===== src/rtl/frac_pc_pkg.sv =====
// Package: shared constants and the trap-state type for the fractional PC unit.
// Assumes the architectural address is word aligned, so its two low bits are free.
package frac_pc_pkg;
    // Number of always-zero low address bits reused for the micro-op step
    localparam int unsigned ZERO_BITS = 2;
    // Byte distance between consecutive instructions
    localparam int unsigned INSN_BYTES = 4;

    typedef enum logic {
        TRAP_RUN     = 1'b0,
        TRAP_HANDLER = 1'b1
    } trap_state_e;
endpackage


===== src/rtl/frac_seq.sv =====
// Micro-op sequencer: holds the current instruction address (without its zero
// bits) and the step number, issues one tag per enabled cycle, steps through
// the micro-ops of an instruction and moves to the next instruction after the
// last one. A load port restores a saved position.
// Assumes uop_last describes the instruction at the current address and that
// a restored step never exceeds that instruction's uop_last.
module frac_seq
    import frac_pc_pkg::*;
#(
    parameter int unsigned    PC_W     = 32,
    parameter int unsigned    IDX_W    = 3,
    parameter logic [PC_W-1:0] RESET_PC = 32'h100
) (
    input  logic                     clk,
    input  logic                     rst_n,
    input  logic                     issue_en,
    input  logic [IDX_W-1:0]         uop_last,
    input  logic                     hold,
    input  logic                     load,
    input  logic [PC_W-ZERO_BITS-1:0] load_hi,
    input  logic [IDX_W-1:0]         load_idx,
    output logic                     issue_valid,
    output logic [PC_W-ZERO_BITS-1:0] cur_hi,
    output logic [IDX_W-1:0]         cur_idx
);
    localparam int unsigned HI_W   = PC_W - ZERO_BITS;
    localparam int unsigned STEP_W = INSN_BYTES >> ZERO_BITS;

    logic at_last;

    // Issue is allowed when the front end is ready and nothing holds the unit
    always_comb begin
        issue_valid = issue_en && !hold;
        at_last     = (cur_idx == uop_last);
    end

    // Position register: reset, restore from trap, or advance on issue
    always_ff @(posedge clk) begin
        if (!rst_n) begin
            cur_hi  <= RESET_PC[PC_W-1:ZERO_BITS];
            cur_idx <= '0;
        end else if (load) begin
            cur_hi  <= load_hi;
            cur_idx <= load_idx;
        end else if (issue_valid) begin
            if (at_last) begin
                cur_hi  <= cur_hi + HI_W'(STEP_W);
                cur_idx <= '0;
            end else begin
                cur_idx <= cur_idx + IDX_W'(1);
            end
        end
    end
endmodule


===== src/rtl/frac_tag_pipe.sv =====
// Tag pipeline: a chain of DEPTH registers, each holding a valid bit, the
// instruction address (without zero bits) and the step number of one
// micro-op. Stage 0 takes the issued tag; the last stage is the commit point.
// A flush clears every valid bit and blocks the incoming tag.
// Assumes the pipeline never stalls: every tag advances one stage per cycle.
module frac_tag_pipe #(
    parameter int unsigned HI_W  = 30,
    parameter int unsigned IDX_W = 3,
    parameter int unsigned DEPTH = 3
) (
    input  logic                        clk,
    input  logic                        rst_n,
    input  logic                        flush,
    input  logic                        in_valid,
    input  logic [HI_W-1:0]             in_hi,
    input  logic [IDX_W-1:0]            in_idx,
    output logic [DEPTH-1:0]            st_valid,
    output logic [DEPTH-1:0][HI_W-1:0]  st_hi,
    output logic [DEPTH-1:0][IDX_W-1:0] st_idx
);
    genvar g;
    generate
        for (g = 0; g < DEPTH; g++) begin : g_stage
            logic            nxt_valid;
            logic [HI_W-1:0] nxt_hi;
            logic [IDX_W-1:0] nxt_idx;

            // Choose the source of this stage: the issue port or the stage before
            if (g == 0) begin : g_head
                always_comb begin
                    nxt_valid = in_valid;
                    nxt_hi    = in_hi;
                    nxt_idx   = in_idx;
                end
            end else begin : g_body
                always_comb begin
                    nxt_valid = st_valid[g-1];
                    nxt_hi    = st_hi[g-1];
                    nxt_idx   = st_idx[g-1];
                end
            end

            // Stage register: valid bit cleared by reset or flush, payload follows valid
            always_ff @(posedge clk) begin
                if (!rst_n || flush) begin
                    st_valid[g] <= 1'b0;
                    st_hi[g]    <= '0;
                    st_idx[g]   <= '0;
                end else begin
                    st_valid[g] <= nxt_valid;
                    st_hi[g]    <= nxt_valid ? nxt_hi : '0;
                    st_idx[g]   <= nxt_valid ? nxt_idx : '0;
                end
            end
        end
    endgenerate
endmodule


===== src/rtl/frac_trap_unit.sv =====
// Trap unit: decides when a trap is taken, picks the oldest uncommitted
// micro-op (oldest valid tag stage, or the sequencer position when the
// pipeline is empty), stores it as a fixed-point resume position and tracks
// the handler state until a return request.
// Assumes stage DEPTH-1 is the oldest stage.
module frac_trap_unit
    import frac_pc_pkg::*;
#(
    parameter int unsigned HI_W  = 30,
    parameter int unsigned IDX_W = 3,
    parameter int unsigned DEPTH = 3
) (
    input  logic                        clk,
    input  logic                        rst_n,
    input  logic                        irq_req,
    input  logic                        rti_req,
    input  logic [DEPTH-1:0]            st_valid,
    input  logic [DEPTH-1:0][HI_W-1:0]  st_hi,
    input  logic [DEPTH-1:0][IDX_W-1:0] st_idx,
    input  logic [HI_W-1:0]             seq_hi,
    input  logic [IDX_W-1:0]            seq_idx,
    output logic                        take,
    output logic                        ret,
    output logic                        handler,
    output logic [HI_W-1:0]             saved_hi,
    output logic [IDX_W-1:0]            saved_idx
);
    trap_state_e      state;
    logic [HI_W-1:0]  pick_hi;
    logic [IDX_W-1:0] pick_idx;

    // Trap and return decisions from the current state
    always_comb begin
        handler = (state == TRAP_HANDLER);
        take    = irq_req && !handler;
        ret     = rti_req && handler;
    end

    // Oldest uncommitted micro-op: later (older) valid stages override earlier ones
    always_comb begin
        pick_hi  = seq_hi;
        pick_idx = seq_idx;
        for (int i = 0; i < DEPTH; i++) begin
            if (st_valid[i]) begin
                pick_hi  = st_hi[i];
                pick_idx = st_idx[i];
            end
        end
    end

    // Handler state: enter on take, leave on return
    always_ff @(posedge clk) begin
        if (!rst_n) begin
            state <= TRAP_RUN;
        end else if (take) begin
            state <= TRAP_HANDLER;
        end else if (ret) begin
            state <= TRAP_RUN;
        end
    end

    // Saved resume position, written only when a trap is taken
    always_ff @(posedge clk) begin
        if (!rst_n) begin
            saved_hi  <= '0;
            saved_idx <= '0;
        end else if (take) begin
            saved_hi  <= pick_hi;
            saved_idx <= pick_idx;
        end
    end
endmodule


===== src/rtl/frac_pc_restart.sv =====
// Top level of the fractional PC unit: joins the sequencer, the tag pipeline
// and the trap unit. Commit is taken from the last tag stage unless a trap
// squashes it. The resume position exposes the step number in the two freed
// address bits plus IDX_W-2 extra flip-flops.
// Assumes IDX_W >= ZERO_BITS and DEPTH >= 1.
module frac_pc_restart
    import frac_pc_pkg::*;
#(
    parameter int unsigned     PC_W     = 32,
    parameter int unsigned     IDX_W    = 3,
    parameter int unsigned     DEPTH    = 3,
    parameter logic [PC_W-1:0] RESET_PC = 32'h100
) (
    input  logic                         clk,
    input  logic                         rst_n,
    input  logic                         issue_en,
    input  logic [IDX_W-1:0]             uop_last,
    input  logic                         irq_req,
    input  logic                         rti_req,
    output logic                         issue_valid,
    output logic [PC_W-1:0]              issue_pc,
    output logic [IDX_W-1:0]             issue_idx,
    output logic                         commit_valid,
    output logic [PC_W-1:0]              commit_pc,
    output logic [IDX_W-1:0]             commit_idx,
    output logic                         in_handler,
    output logic [PC_W-ZERO_BITS+IDX_W-1:0] epc,
    output logic [PC_W-1:0]              epc_boundary
);
    localparam int unsigned HI_W = PC_W - ZERO_BITS;

    logic                        take;
    logic                        ret;
    logic                        handler;
    logic [HI_W-1:0]             seq_hi;
    logic [IDX_W-1:0]            seq_idx;
    logic [HI_W-1:0]             saved_hi;
    logic [IDX_W-1:0]            saved_idx;
    logic                        seq_issue;
    logic [DEPTH-1:0]            st_valid;
    logic [DEPTH-1:0][HI_W-1:0]  st_hi;
    logic [DEPTH-1:0][IDX_W-1:0] st_idx;

    frac_seq #(
        .PC_W     (PC_W),
        .IDX_W    (IDX_W),
        .RESET_PC (RESET_PC)
    ) u_seq (
        .clk         (clk),
        .rst_n       (rst_n),
        .issue_en    (issue_en),
        .uop_last    (uop_last),
        .hold        (handler || take),
        .load        (ret),
        .load_hi     (saved_hi),
        .load_idx    (saved_idx),
        .issue_valid (seq_issue),
        .cur_hi      (seq_hi),
        .cur_idx     (seq_idx)
    );

    frac_tag_pipe #(
        .HI_W  (HI_W),
        .IDX_W (IDX_W),
        .DEPTH (DEPTH)
    ) u_pipe (
        .clk      (clk),
        .rst_n    (rst_n),
        .flush    (take),
        .in_valid (seq_issue),
        .in_hi    (seq_hi),
        .in_idx   (seq_idx),
        .st_valid (st_valid),
        .st_hi    (st_hi),
        .st_idx   (st_idx)
    );

    frac_trap_unit #(
        .HI_W  (HI_W),
        .IDX_W (IDX_W),
        .DEPTH (DEPTH)
    ) u_trap (
        .clk       (clk),
        .rst_n     (rst_n),
        .irq_req   (irq_req),
        .rti_req   (rti_req),
        .st_valid  (st_valid),
        .st_hi     (st_hi),
        .st_idx    (st_idx),
        .seq_hi    (seq_hi),
        .seq_idx   (seq_idx),
        .take      (take),
        .ret       (ret),
        .handler   (handler),
        .saved_hi  (saved_hi),
        .saved_idx (saved_idx)
    );

    // Drive the port view of issue, commit and the stored resume position
    always_comb begin
        issue_valid  = seq_issue;
        issue_pc     = {seq_hi, ZERO_BITS'(0)};
        issue_idx    = seq_idx;
        commit_valid = st_valid[DEPTH-1] && !take;
        commit_pc    = {st_hi[DEPTH-1], ZERO_BITS'(0)};
        commit_idx   = st_idx[DEPTH-1];
        in_handler   = handler;
        epc          = {saved_hi, saved_idx};
        epc_boundary = {saved_hi, ZERO_BITS'(0)};
    end
endmodule


===== config.mk =====
export PLATFORM = sky130hd
export DESIGN_NAME = frac_pc_restart
export DESIGN_NICKNAME = d
export VERILOG_FILES = /design/src/rtl/frac_pc_pkg.sv /design/src/rtl/frac_seq.sv /design/src/rtl/frac_tag_pipe.sv /design/src/rtl/frac_trap_unit.sv /design/src/rtl/frac_pc_restart.sv
export SDC_FILE = /design/constraint.sdc
export NUM_CORES = 1
export LEC_CHECK = 0
export BUFFER_PORTS_ARGS = -buffer_cell sky130_fd_sc_hd__buf_4
export CAP_MARGIN = 20
export CORE_ASPECT_RATIO = 1.75
export CORE_UTILIZATION = 51
export DETAILED_ROUTE_END_ITERATION = 10
export PLACE_DENSITY = 0.75
export SLEW_MARGIN = 30
export SYNTH_ARGS = -nofsm -noshare
export SYNTH_HDL_FRONTEND = slang
export SYNTH_SLANG_ARGS = --single-unit
export TNS_END_PERCENT = 5

===== constraint.sdc =====
create_clock -name clk -period 3.7 [get_ports clk]
set_input_delay 0.74 -clock clk [delete_from_list [all_inputs] [get_ports clk]]
set_output_delay 0.74 -clock clk [all_outputs]
set_load 0.05 [all_outputs]

==> impl_metrics.toml, run 1 <==
[outcome]
outcome = "finished, final reports clean"

[floorplanning]
die_area_mm2 = 0.0144
die_w_um = 91.2
ioPinCount = 146
rows = 56
die_h_um = 158
start_util = 0.525
core_area_mm2 = 0.0135

[logic_synthesis]
yosysSeqAreaShare = 0.476
synth_seq_cells = 169
netlist_instances = 786
synth.avg_cell_area_um2 = 9.03
synth_edf_count = 0
synthFlopType = "dfxtp_1"
synthArstFlopShare = 0
synth_area_mm2 = 0.00710
yosysWarningCount = 0
yosysUniqueCellTypes = 41

[clock_tree]
h-tree-depth = 4
clk_pin_slew_ns = 0.07
cts.sinks = 169
cts.hold.buffers_added = 0
cts_setup_buffers = 0
ctsLongestPathBuffers = 2
insertion_delay_ns = 0.43
cts_root_buffer = "clkbuf_16"
cts_made_buffers = 17
cts-resized-gates = 0
cts_tree = "built"

[placement]
dp_cells = 992
pre_cts_ws_ns = 0.618
io_buffers = 139
gp_congestion = 0.872
dp_hpwl_um = 12200
dpl_cell_area_mm2 = 0.00775

[worst_setup_path]
cp.arrival_ns = 3.08
cp_data_required_time_ns = 4.05
slowest_delay_ns = 0.68
start_kind = "input port"
end_kind = "flip-flop"
cp_slowest_cell = "or4_1"
worstSetupPathType = "in2reg"
crit_chain = "buf_4 -> nor2_1 -> nand2_1 -> inv_2 -> nand2_1 -> or4_1 -> or4_1 -> a31oi_1"
path_max_fanout = 12
r2r_cells = 7

[sta]
max_clock_freq_mhz = 367
min_period_ns = 2.73
slew_headroom = 0.556
final.setup.tns_ns = 0
setup_viol = 0
tightest_slew_ns = 0.666
clock_skew_ns = 0.00639
post-route-period-util = 0.737
hold_violations = 0
report.final.slew_viol_count = 0
setup_slack_ns = 0.973
rsz0062_at_grt = "false"

[routing]
via_per_inst = 5.67
wire_per_inst_um = 18.0
routed-via-count = 5803
ant_nets = 0
drt-initial-drc-count = 349
drtPass1Iterations = 8
route.detailed.drc = 0
routed_wl_um = 18400

[global_routing]
grt_pass1_vias = 5578
antenna_found_initial = 0
grt_pass1_wl_um = 28600
grt_overflow_total = 0
grt_max_degree = 69
track_usage = 0.258

[pwr]
ir_worst_vdd_v = 0.000330
power_density_mw_per_mm2 = 501
p_leak_uw = 0.00350

[worst_hold_path]
hp-class = "reg2reg"
min_path_cells = 1

[finish]
drive_gt1_frac = 0.227
fin_area_mm2 = 0.00837
layout_common_cells = "dfxtp_1, buf_4, and2_1, o21ai_0, a21oi_1"
fin_nets = 847
syn2layout_area_growth_pct = 17.9
n_fill_cell = 1136
antennaDiodeCount = 0
final_cells = 1024
layout.cells.most_common = "dfxtp_1"
final_util = 0.619

[job]
drv_cap = 0
[critical path: cells and delay by family]
family                 cells  cell delay (ns)
buffers and inverters      2             0.43
AO/OA/AOI/OAI              1             0.18
AND/OR/NAND/NOR            5             1.73
[per-layer routing]
| metal | part of all wire | vias up | track usage | routed length [um] |
|---|---|---|---|---|
| met5 | 0 | - | 0 | 0 |
| met4 | 0.040 | 0 | 0.144 | 743 |
| met3 | 0.053 | 64 | 0.0461 | 966 |
| met2 | 0.52 | 256 | 0.464 | 9530 |
| met1 | 0.39 | 2746 | 0.286 | 7150 |
| li1 | - | 2737 | - | - |
[synthesized netlist by cell type, types with 7 or more instances]
cell / number / area share
mux2i_1: 35 / 0.049
nand2_1: 52 / 0.027
nand3_1: 7 / 0.0049
buf_4: 69 / 0.073
nor3_1: 15 / 0.011
and3_1: 32 / 0.028
and2_1: 69 / 0.061
nor4_1: 8 / 0.0070
xnor2_1: 16 / 0.020
nand4_1: 7 / 0.0062
clkbuf_1: 50 / 0.026
inv_1: 9 / 0.0048
nor2_1: 41 / 0.022
o21ai_0: 69 / 0.049
a31oi_1: 10 / 0.0088
a22o_1: 33 / 0.041
a21oi_1: 53 / 0.037
dfxtp_1: 169 / 0.48
[final cells by class]
cell class | instances | area (um2) | share of cell area
Tap cell | 174 | 218 | 0.0260
Multi-Input combinational cell | 490 | 2990 | 0.357
Clock buffer | 20 | 457 | 0.0546
Clock inverter | 12 | 164 | 0.0196
Inverter | 10 | 37.5 | 0.00448
Timing Repair Buffer | 149 | 1120 | 0.134
Sequential cell | 169 | 3390 | 0.405
[path summary, 6_finish.rpt]
path | start | slack (ns) | end
worst min-delay path | u_pipe.g_stage[1].nxt_hi[7] | 0.45 | u_pipe.g_stage[2].nxt_hi[7]
worst max-delay path | irq_req | 0.97 | u_seq.cur_hi[29]
worst max register to register | u_trap.handler | 0.99 | u_seq.cur_hi[29]
worst min register to register | u_pipe.g_stage[1].nxt_hi[7] | 0.45 | u_pipe.g_stage[2].nxt_hi[7]
[through the flow]
step,hold slack (ns),power (uW)
finish,0.453,4190
global route,0.471,4310
CTS,0.450,4190
detailed placement,0.441,2370
global placement,0.433,2360
floorplan,0.430,2250
[state kept, by name, summed over array words and instances (netlist names)]
name,cells
u_pipe.st_idx,3
u_pipe.st_hi,30
u_pipe.g_stage.nxt_valid,2
u_pipe.st_valid,1
u_seq.cur_idx,3
u_trap.saved_idx,3
u_seq.cur_hi,30
u_trap.handler,1
u_pipe.g_stage.nxt_hi,60
u_trap.saved_hi,30
u_pipe.g_stage.nxt_idx,6
[power breakdown]
part           switching [uW]  internal, uW  total [uW]
combinational             289           123         412
clock                     754          1110        1860
sequential               63.7          1850        1920
total                    1110          3080        4190
[cell families after synthesis]
kind of cell / count (synthesis) / synth area share
and+or+nand+nor: 254 / 0.191
buffers and inverters: 132 / 0.106
DFF: 169 / 0.476
other: 1 / 0.000528
xor gates and xnor gates: 21 / 0.0291
AOI/OAI and AO/OA: 172 / 0.143
adders and majority gates: 2 / 0.00352
muxes: 35 / 0.0493
No activity file was read; power rests on OpenSTA's default activity.
==> run 2, diff against run 1 <==
Settings changed: CORE_UTILIZATION 51 to 49.
Clock period 3.7 ns to 2.27 ns, I/O delays scaled along.
==> run 2 against run 1 <==
First-iteration DRC count fell by 28%. Critical path depth fell by 3. Total power rose by 57%. Via count shrank 1.3%. Combinational power up 75%. Critical endpoint is now u_seq.cur_hi[24]. Setup slack lost 0.75 ns.
==> impl_metrics.toml, run 2 (synthesis results as in run 1) <==
[global_routing]
grt_pass1_wl_um = 28200
antenna_found_initial = 0
grt_pass1_vias = 5603
grt_overflow_total = 0
grt_max_degree = 47
track_usage = 0.243

[worst_setup_path]
cp_data_required_time_ns = 2.62
path_max_fanout = 7
worstSetupPathType = "reg2reg"
cp.arrival_ns = 2.39
end_kind = "flip-flop"
start_kind = "flip-flop"

[pwr]
p_int_uw = 4810
clkPwrFrac = 0.417
seqPwrFrac = 0.473
ir_worst_vdd_v = 0.000527
p_leak_uw = 0.00361
combPwrFrac = 0.109
power_density_mw_per_mm2 = 767
netSwitchingFraction = 0.270
power.switching_uw = 1770

[finish]
fin_nets = 871
drive_gt1_frac = 0.265
antennaDiodeCount = 0
final_util = 0.613
final_cells = 1051
layout.cells.most_common = "buf_4"
layout_common_cells = "buf_4, dfxtp_1, and2_1, o21ai_0, a21oi_1"
largest_register_ffs = 60
syn2layout_area_growth_pct = 20.8
n_fill_cell = 1286

[clock_tree]
cts_tree = "built"
cts_root_buffer = "clkbuf_16"
ctsLongestPathBuffers = 2
cts.hold.buffers_added = 0
h-tree-depth = 4
cts-resized-gates = 0
cts_setup_buffers = 0
cts.sinks = 169
clk_pin_slew_ns = 0.07
cts_made_buffers = 17
insertion_delay_ns = 0.42

[floorplanning]
die_w_um = 93.0
rows = 57
ioPinCount = 146
start_util = 0.508
die_area_mm2 = 0.0150
die_h_um = 161
core_area_mm2 = 0.0140

[placement]
io_buffers = 139
gp_congestion = 0.832
dp_hpwl_um = 12400
dp_cells = 1019

[sta]
max_clock_freq_mhz = 488
report.final.slew_viol_count = 0
setup_viol = 0
slew_headroom = 0.663
clock_skew_ns = 0.00828
hold_violations = 0
rsz0062_at_grt = "false"
tightest_slew_ns = 0.505
post-route-period-util = 0.902
min_period_ns = 2.05
holdWs_ns = 0.377

[outcome]
outcome = "finished, final reports clean"

[routing]
routed-via-count = 5726
wire_per_inst_um = 16.7
ant_nets = 0
routed_wl_um = 17500
drt-initial-drc-count = 251
route.detailed.drc = 0
via_per_inst = 5.45
drtPass1Iterations = 5

[worst_hold_path]
hp-class = "in2reg"

[job]
drv_cap = 0
## run 2: final timing paths
check	cells past startpoint	start	slack [ns]	endpoint
max	5	u_seq.cur_hi[3]	0.22	u_seq.cur_hi[24]
min	3	rti_req	0.38	u_trap.handler
min reg2reg	1	u_pipe.g_stage[2].nxt_idx[2]	0.45	u_pipe.st_idx[8]
max reg2reg	5	u_seq.cur_hi[3]	0.22	u_seq.cur_hi[24]
## run 2: power by group through the flow
stage | clock (uW) | combinational (uW) | sequential, uW
detailed placement | 0 | 717 | 3180
floorplan | 0 | 344 | 3330
global placement | 0 | 711 | 3180
global route | 2920 | 767 | 3120
CTS | 2780 | 721 | 3110
finish | 2750 | 720 | 3110
## run 2: per-stage QoR
stage          TNS, ns  power [uW]  setup WS (ns)  area (um2)
2_1_floorplan        0        3670         0.0189        7140
3_3_place_gp         0        3890         0.0437        8010
3_5_place_dp   -0.0353        3900        -0.0212        8010
4_1_cts              0        6610          0.144        8570
5_1_grt              0        6810         0.0982        8580
6_report             0        6580          0.222        8580
## run 2: per-layer routing
metal,up-vias,global-route usage,share of wire
li1,2784,-,-
met1,2754,0.267,0.39
met2,160,0.447,0.54
met3,28,0.0410,0.043
met4,0,0.106,0.021
met5,-,0,0
## run 2: cell type report
type                       count  area (um2)  share of cell area
multi-input combinational    490        2990               0.349
tap                          177         221              0.0258
clock inverter                13         119              0.0139
inverter                      10        37.5             0.00438
clock buffer                  19         443              0.0516
sequential                   169        3400               0.397
timing repair buffer         173        1360               0.159
## run 2: worst max-delay path, stage by stage, from the launching register on
cell     delay, ns
dfxtp_2       0.40
and4_4        0.27
nand3_2       0.14
or4_1         0.64
or3_1         0.36
a31oi_1       0.17
